**src/rtl/spe_pkg.sv**
```systemverilog
package spe_pkg;

    // sequencer states
    typedef enum logic [1:0] {
        S_IDLE,  // waiting for a start bit
        S_CMD,   // receiving channel, range and polarity bits
        S_ACQ,   // acquisition window, tail of control byte
        S_CONV   // result shifting, abort still possible
    } seq_state_e;

endpackage

```
**src/rtl/spe_insync.sv**
```systemverilog
module spe_insync #(
    parameter int STAGES = 2
) (
    input  logic clk,
    input  logic rst_n,
    input  logic cs_n,
    input  logic sclk,
    input  logic din,
    output logic cs_act,
    output logic rise,
    output logic fall,
    output logic din_s
);

    localparam int PW = STAGES * 3;
    localparam logic [PW-1:0] RST_V = {STAGES{3'b100}};

    logic [PW-1:0] pipe_q;
    logic [2:0]    tail;
    logic          sclk_prev_q;

    always_ff @(posedge clk or negedge rst_n) begin
        if (!rst_n) begin
            pipe_q      <= RST_V;
            sclk_prev_q <= 1'b0;
        end else begin
            pipe_q      <= {pipe_q[PW-4:0], cs_n, sclk, din};
            sclk_prev_q <= tail[1];
        end
    end

    assign tail   = pipe_q[PW-1 -: 3];
    assign cs_act = ~tail[2];
    assign din_s  = tail[0];
    assign rise   = cs_act & tail[1] & ~sclk_prev_q;
    assign fall   = cs_act & ~tail[1] & sclk_prev_q;

endmodule

```
**src/rtl/spe_seq.sv**
```systemverilog
module spe_seq
    import spe_pkg::*;
#(
    parameter int SEL_BITS  = 3,
    parameter int RES_BITS  = 12,
    parameter int ACQ_CLKS  = 6,
    parameter int GUARD_BIT = 6
) (
    input  logic                clk,
    input  logic                rst_n,
    input  logic                cs_act,
    input  logic                rise,
    input  logic                fall,
    input  logic                din,
    output logic                load_o,
    output logic                kill_o,
    output logic [SEL_BITS-1:0] chan_o,
    output logic                bip_o
);

    // edge counts, start bit rising edge = 1
    localparam int ACQ_AT     = SEL_BITS + 3;               // polarity bit received
    localparam int CTRL_BITS  = ACQ_AT + 2;                 // full control byte
    localparam int STB_CNT    = ACQ_AT + ACQ_CLKS;          // end of acquisition
    localparam int LAST_ABORT = STB_CNT + RES_BITS - GUARD_BIT;
    localparam int CW         = $clog2(LAST_ABORT + 1);

    seq_state_e          state_q, state_d;
    logic [CW-1:0]       cnt_q, cnt_d;
    logic [SEL_BITS-1:0] sel_q, sel_d;
    logic                bip_q, bip_d;

    // state register
    always_ff @(posedge clk or negedge rst_n) begin
        if (!rst_n) begin
            state_q <= S_IDLE;
            cnt_q   <= '0;
            sel_q   <= '0;
            bip_q   <= 1'b0;
        end else begin
            state_q <= state_d;
            cnt_q   <= cnt_d;
            sel_q   <= sel_d;
            bip_q   <= bip_d;
        end
    end

    // next state and pulses
    always_comb begin
        state_d = state_q;
        cnt_d   = cnt_q;
        sel_d   = sel_q;
        bip_d   = bip_q;
        load_o  = 1'b0;
        kill_o  = 1'b0;
        unique case (state_q)
            S_IDLE: begin
                if (rise && din) begin          // start bit
                    state_d = S_CMD;
                    cnt_d   = CW'(1);
                end
            end
            S_CMD: begin
                if (rise) begin                 // bits are data here
                    cnt_d = cnt_q + CW'(1);
                    if (cnt_q <= CW'(SEL_BITS))
                        sel_d = {sel_q[SEL_BITS-2:0], din};
                    if (cnt_q == CW'(ACQ_AT - 1)) begin
                        bip_d   = din;
                        state_d = S_ACQ;
                    end
                end
            end
            S_ACQ: begin
                if (rise) begin
                    if (cnt_q >= CW'(CTRL_BITS) && din) begin
                        kill_o  = 1'b1;
                        state_d = S_CMD;
                        cnt_d   = CW'(1);
                    end else begin
                        cnt_d = cnt_q + CW'(1);
                    end
                end else if (fall && cnt_q == CW'(STB_CNT)) begin
                    load_o  = 1'b1;
                    state_d = S_CONV;
                end
            end
            S_CONV: begin
                if (rise) begin
                    if (din) begin
                        kill_o  = 1'b1;
                        state_d = S_CMD;
                        cnt_d   = CW'(1);
                    end else if (cnt_q == CW'(LAST_ABORT - 1)) begin
                        state_d = S_IDLE;
                        cnt_d   = '0;
                    end else begin
                        cnt_d = cnt_q + CW'(1);
                    end
                end
            end
            default: begin
                state_d = S_IDLE;
                cnt_d   = '0;
            end
        endcase
        if (!cs_act) begin
            state_d = S_IDLE;
            cnt_d   = '0;
            load_o  = 1'b0;
            kill_o  = 1'b0;
        end
    end

    assign chan_o = sel_q;
    assign bip_o  = bip_q;

    a_r1_cs_release: assert property (@(posedge clk) disable iff (!rst_n)
        !cs_act |=> (state_q == S_IDLE && cnt_q == '0));

    a_r8_abort_restarts: assert property (@(posedge clk) disable iff (!rst_n)
        kill_o |=> (state_q == S_CMD && cnt_q == CW'(1)));

    a_r2_idle_holds: assert property (@(posedge clk) disable iff (!rst_n)
        (state_q == S_IDLE && !(rise && din)) |=> (state_q == S_IDLE));

endmodule

```
**src/rtl/spe_outsh.sv**
```systemverilog
module spe_outsh #(
    parameter int CHANNELS = 8,
    parameter int RES_BITS = 12,
    parameter int SEL_BITS = 3
) (
    input  logic                         clk,
    input  logic                         rst_n,
    input  logic                         cs_act,
    input  logic                         fall,
    input  logic                         load,
    input  logic                         kill,
    input  logic [SEL_BITS-1:0]          chan,
    input  logic                         bip,
    input  logic [CHANNELS*RES_BITS-1:0] samples,
    output logic                         dout,
    output logic                         dout_oe,
    output logic                         strobe,
    output logic                         strobe_oe
);

    logic [RES_BITS-1:0] picked, code;
    logic [RES_BITS-1:0] sh_q;
    logic                stb_q, dout_q, oe_q;

    // channel pick, R7 polarity format
    always_comb begin
        picked = samples[int'(chan)*RES_BITS +: RES_BITS];
        code   = bip ? {~picked[RES_BITS-1], picked[RES_BITS-2:0]} : picked;
    end

    // output registers
    always_ff @(posedge clk or negedge rst_n) begin
        if (!rst_n) begin
            sh_q   <= '0;
            stb_q  <= 1'b0;
            dout_q <= 1'b0;
            oe_q   <= 1'b0;
        end else if (!cs_act) begin
            sh_q   <= '0;
            stb_q  <= 1'b0;
            dout_q <= 1'b0;
            oe_q   <= 1'b0;
        end else begin
            oe_q <= 1'b1;
            if (kill)
                sh_q <= '0;
            if (fall) begin
                if (load) begin                 // capture point
                    sh_q   <= code;
                    stb_q  <= 1'b1;
                    dout_q <= 1'b0;
                end else begin                  // shift with zero fill
                    stb_q  <= 1'b0;
                    dout_q <= sh_q[RES_BITS-1];
                    sh_q   <= {sh_q[RES_BITS-2:0], 1'b0};
                end
            end
        end
    end

    assign dout      = dout_q;
    assign dout_oe   = oe_q;
    assign strobe    = stb_q;
    assign strobe_oe = oe_q;

    a_r4_strobe_single: assert property (@(posedge clk) disable iff (!rst_n)
        (cs_act && fall && stb_q) |=> !stb_q);

    a_r8_kill_clears: assert property (@(posedge clk) disable iff (!rst_n)
        (cs_act && kill) |=> (sh_q == '0));

    a_r1_hiz: assert property (@(posedge clk) disable iff (!rst_n)
        !cs_act |=> (!oe_q && !stb_q && !dout_q));

    a_r5_zero_fill: assert property (@(posedge clk) disable iff (!rst_n)
        (cs_act && fall && !load && sh_q == '0) |=> !dout_q);

endmodule

```
**src/rtl/sar_port_emu.sv**
```systemverilog
module sar_port_emu #(
    parameter int CHANNELS    = 8,
    parameter int RES_BITS    = 12,
    parameter int ACQ_CLKS    = 6,
    parameter int SYNC_STAGES = 2,
    parameter int GUARD_BIT   = 6
) (
    input  logic                         clk,
    input  logic                         rst_n,
    input  logic                         cs_n,
    input  logic                         sclk,
    input  logic                         din,
    input  logic [CHANNELS*RES_BITS-1:0] samples,
    output logic                         dout,
    output logic                         dout_oe,
    output logic                         strobe,
    output logic                         strobe_oe
);

    localparam int SEL_BITS = $clog2(CHANNELS);

    logic                cs_act, rise, fall, din_s;
    logic                load, kill, bip;
    logic [SEL_BITS-1:0] chan;

    spe_insync #(
        .STAGES (SYNC_STAGES)
    ) u_insync (
        .clk    (clk),
        .rst_n  (rst_n),
        .cs_n   (cs_n),
        .sclk   (sclk),
        .din    (din),
        .cs_act (cs_act),
        .rise   (rise),
        .fall   (fall),
        .din_s  (din_s)
    );

    spe_seq #(
        .SEL_BITS  (SEL_BITS),
        .RES_BITS  (RES_BITS),
        .ACQ_CLKS  (ACQ_CLKS),
        .GUARD_BIT (GUARD_BIT)
    ) u_seq (
        .clk    (clk),
        .rst_n  (rst_n),
        .cs_act (cs_act),
        .rise   (rise),
        .fall   (fall),
        .din    (din_s),
        .load_o (load),
        .kill_o (kill),
        .chan_o (chan),
        .bip_o  (bip)
    );

    spe_outsh #(
        .CHANNELS (CHANNELS),
        .RES_BITS (RES_BITS),
        .SEL_BITS (SEL_BITS)
    ) u_outsh (
        .clk       (clk),
        .rst_n     (rst_n),
        .cs_act    (cs_act),
        .fall      (fall),
        .load      (load),
        .kill      (kill),
        .chan      (chan),
        .bip       (bip),
        .samples   (samples),
        .dout      (dout),
        .dout_oe   (dout_oe),
        .strobe    (strobe),
        .strobe_oe (strobe_oe)
    );

endmodule

```
**config.mk**
```make
export PLATFORM = sky130hd
export DESIGN_NAME = sar_port_emu
export DESIGN_NICKNAME = d
export VERILOG_FILES = /design/src/rtl/spe_pkg.sv /design/src/rtl/spe_insync.sv /design/src/rtl/spe_seq.sv /design/src/rtl/spe_outsh.sv /design/src/rtl/sar_port_emu.sv
export SDC_FILE = /design/constraint.sdc
export NUM_CORES = 1
export LEC_CHECK = 0
export BUFFER_PORTS_ARGS = -buffer_cell sky130_fd_sc_hd__buf_2
export CAP_MARGIN = 20
export CORE_ASPECT_RATIO = 0.6
export CORE_MARGIN = 10
export CORE_UTILIZATION = 40
export DETAILED_ROUTE_END_ITERATION = 12
export PLACE_DENSITY_LB_ADDON = 0.3
export SLEW_MARGIN = 10
export SYNTH_ARGS = -nofsm -noshare
export SYNTH_HDL_FRONTEND = slang
export SYNTH_HIERARCHICAL = 1
export SYNTH_SLANG_ARGS = --single-unit
export TNS_END_PERCENT = 30
```
**constraint.sdc**
```tcl
create_clock -name clk -period 2.5 [get_ports clk]
set_input_delay 0.125 -clock clk [delete_from_list [all_inputs] [get_ports clk]]
set_output_delay 0.125 -clock clk [all_outputs]
set_load 0.02 [all_outputs]
```
==> flow_metrics.env <==
export IMPL_status="completed"
export IMPL_crit_chain="nor3b_1 > buf_4 > or3b_1 > nor2_1 > nand3_1 > o21ai_1"
export IMPL_drive_gt1_share_pct=45.4
export IMPL_endpoint_arrival_time_on_the_critical_path_ps=2330
export IMPL_cts_tree="done"
export IMPL_grt_pass1_wl_um=10200
export IMPL_slew_headroom_pct=52.6
export IMPL_clock_sinks=33
export IMPL_cp_num_buf_inv=1
export IMPL_clock_skew_ps=4.97
export IMPL_overflow_left_after_global_routing=0
export IMPL_grt_antenna_before_repair=0
export IMPL_drt_drc_violations_left=0
export IMPL_leakage_uw=0.00139
export IMPL_clk_transition_reported_paths_ps=70
export IMPL_finalSetupViolations=0
export IMPL_crit_path_top_delay_cell="dfstp_2"
export IMPL_route_antenna_remaining_nets=0
export IMPL_flow_area_growth_from_synthesis_pct=29.3
export IMPL_delay_of_the_slowest_critical_path_stage_ps=540
export IMPL_design_portCount=105
export IMPL_worst_slack_placed_ps=413
export IMPL_setup_slack_ps=366
export IMPL_unrepaired_setup_endpoints_after_global_routing="no"
export IMPL_route_final_wire_length_um=6300
export IMPL_cap_viol_max_count=0
export IMPL_synthesis_instances=185
export IMPL_worst_min_delay_path_category="input port to flip-flop"
export IMPL_post_synth_instance_area_um2=2320
export IMPL_cell_class_contributing_the_biggest_share_of_worst_path_delay="simple AND/OR/NAND/NOR gates"
export IMPL_pwr_density_cell_nw_per_um2=649
export IMPL_count_of_final_max_slew_check_failures=0
export IMPL_critPathCaptureType="flip-flop"
export IMPL_grt_pass1_vias=2123
export IMPL_synth_edff_count=0
export IMPL_diodes=0
export IMPL_required_ps=2690
export IMPL_setup_tns_final_ps=0
export IMPL_timing_worst_slew_pin_value_ps=710
export IMPL_synth_seq_cells=33
export IMPL_critical_path_peak_fanout=12
export IMPL_worst_ir_drop_vdd_mv=0.358
export IMPL_synth_sequential_area_ratio_pct=35.7
export IMPL_num_vias=2006
export IMPL_fp_dieW_um=118
export IMPL_placement_io_buffers=104
export IMPL_core_rowCount=21
export IMPL_cts_max_level=2
export IMPL_post_route_util_pct=53.7
export IMPL_floorplan_die_height_um=79.0
export IMPL_via_per_inst=5.38
export IMPL_postSynth_topFlopCell="dfrtp_1"
export IMPL_drt_pre_antenna_iters=4
export IMPL_dieArea_um2=9350
export IMPL_finalHoldViolations=0
export IMPL_hold_ws_ps=327
export IMPL_max_freq_ghz=0.469
export IMPL_gp_congestion=0.829
export IMPL_coreArea_um2=5600
export IMPL_detailedRoute_firstIterationViolations=102
export IMPL_post_synth_num_cell_types=41
export IMPL_initial_utilization_pct=41.5
export IMPL_criticalPathCategory="flip-flop to flip-flop"
export IMPL_postCtsResizedCells=0
export IMPL_global_route_usage_total_pct=13.1
export IMPL_drt_wirelength_per_cell_um=16.9
export IMPL_detailed_place_hpwl_um=5300
export IMPL_worst_setup_path_start_kind="flip-flop"
export IMPL_synth_async_reset_ratio_pct=100
export IMPL_cts_path_max_buffers=2
export IMPL_cts_root_buffer="clkbuf_8"
export IMPL_syn_num_nets=289
export IMPL_layout_worst_path_cycle_share_pct=85.4
export IMPL_syn_mean_instance_area_um2=12.6
export IMPL_clk_latency_ps=280
export IMPL_cts_buffers=5
export IMPL_synth_warnings=6
export IMPL_period_minus_slack_ps=2130
export IMPL_grt_start_max_net_pins=34
export IMPL_layout_nets=396
-- flip-flops by register name, summed over array words and instances (netlist names), 2 cells and up --
name and count:
u_seq/chan_o 3, u_seq/state_q 2, u_insync/pipe_q 6, u_seq/cnt_q 5
u_outsh/sh_q 12
-- worst register-to-register path: stages (launching register included) --
cell	delay (ps)
dfstp_2	540
nor3b_1	50
buf_4	150
or3b_1	400
nor2_1	240
nand3_1	410
o21ai_1	250
-- through the flow --
step | instances | instance area (µm²) | power, µW
finish | 373 | 3000 | 1950
global route | 373 | 3000 | 2090
CTS | 373 | 3000 | 1980
detailed placement | 361 | 2880 | 1590
global placement | 361 | 2880 | 1590
floorplan | 185 | 2320 | 1440
-- repair_timing --
item	in CTS	in global routing
endpoints found under the hold margin	34	0
buffers inserted	0	0
hold buffers	4	0
-- cells by family (layout without fill, tap and decap cells) --
kind of cell,count (synthesis),after routing,synth area share (%)
flops,33,33,35.7
mux,41,41,33.2
simple gates,43,43,10.2
fa+ha+maj,3,3,1.62
xor+xnor,3,3,1.13
compound gates,41,41,12.2
buf+inv,21,129,5.93
-- cell type report --
class / count / area (µm²)
Fill cell: 501 / 2590
Multi-Input combinational cell: 131 / 1360
Sequential cell: 33 / 828
Timing Repair Buffer: 115 / 613
Tap cell: 80 / 100
Clock buffer: 6 / 72.6
Inverter: 6 / 22.5
Clock inverter: 2 / 10.0
-- cell usage in the layout, fill, tap and decap left out, types with 3 or more instances in the layout --
cell type / instances
buf_2: 104
dfrtp_1: 31
mux4_1: 15
mux2i_1: 13
o21ai_1: 12
a22oi_1: 11
nand2_1: 10
mux4_2: 9
buf_4: 7
nand3_1: 7
inv_1: 6
nor2_1: 6
clkbuf_8: 5
a22o_1: 5
dlygate4sd3_1: 4
nor3b_1: 4
nor3_1: 4
nand4_1: 3
o21ai_0: 3
ha_1: 3
-- report_power, final --
part / internal (µW) / switching, µW
Combinational: 539 / 383
Sequential: 577 / 77.1
Clock: 192 / 178
Total: 1310 / 639
-- cells in the mapped netlist, types with 2 or more instances --
cell	number	area (µm²)
nor2b_1	2	12.5
ha_1	3	37.5
dfstp_2	2	52.6
mux2_1	2	22.5
dfrtp_1	31	776
nand2_1	10	37.5
nand2b_1	2	12.5
nand3_1	7	35.0
o21ai_0	3	15.0
nor3b_1	4	30.0
mux4_1	15	394
xor2_1	2	17.5
buf_2	4	20.0
mux4_2	9	203
clkbuf_1	4	15.0
a21boi_0	2	15.0
nor3_1	4	20.0
buf_6	4	45.0
buf_4	2	15.0
a22o_1	5	43.8
o21a_1	2	15.0
a22oi_1	11	82.6
inv_1	6	22.5
mux2i_1	13	130
nor2_1	6	22.5
nand4_1	3	18.8
mux2_2	2	22.5
o21ai_1	12	60.1
-- per-layer routing --
metal	track usage, %	vias to the layer above	part of all wire, %
met3	4.10	5	6.0
met5	0	-	0
met4	2.58	0	0.76
met1	17.5	990	46
li1	-	945	-
met2	20.7	66	47
-- worst paths after layout --
check,slack [ps],cells past startpoint,startpoint,endpoint
min in group asynchronous,430,2,rst_n,u_insync/pipe_q[0]$_DFF_PN0_
worst max-delay path,370,6,u_insync/pipe_q[5]$_DFF_PN1_,u_outsh/sh_q[6]$_DFFE_PN0P_
worst max register to register,370,6,u_insync/pipe_q[5]$_DFF_PN1_,u_outsh/sh_q[6]$_DFFE_PN0P_
max in group asynchronous,1610,2,rst_n,u_seq/cnt_q[0]$_DFFE_PN0P_
worst min-delay path,330,4,samples[45],u_outsh/sh_q[9]$_DFFE_PN0P_
worst min register to register,350,0,u_insync/pipe_q[0]$_DFF_PN0_,u_insync/pipe_q[3]$_DFF_PN0_
No activity file was read; power rests on OpenSTA's default activity.
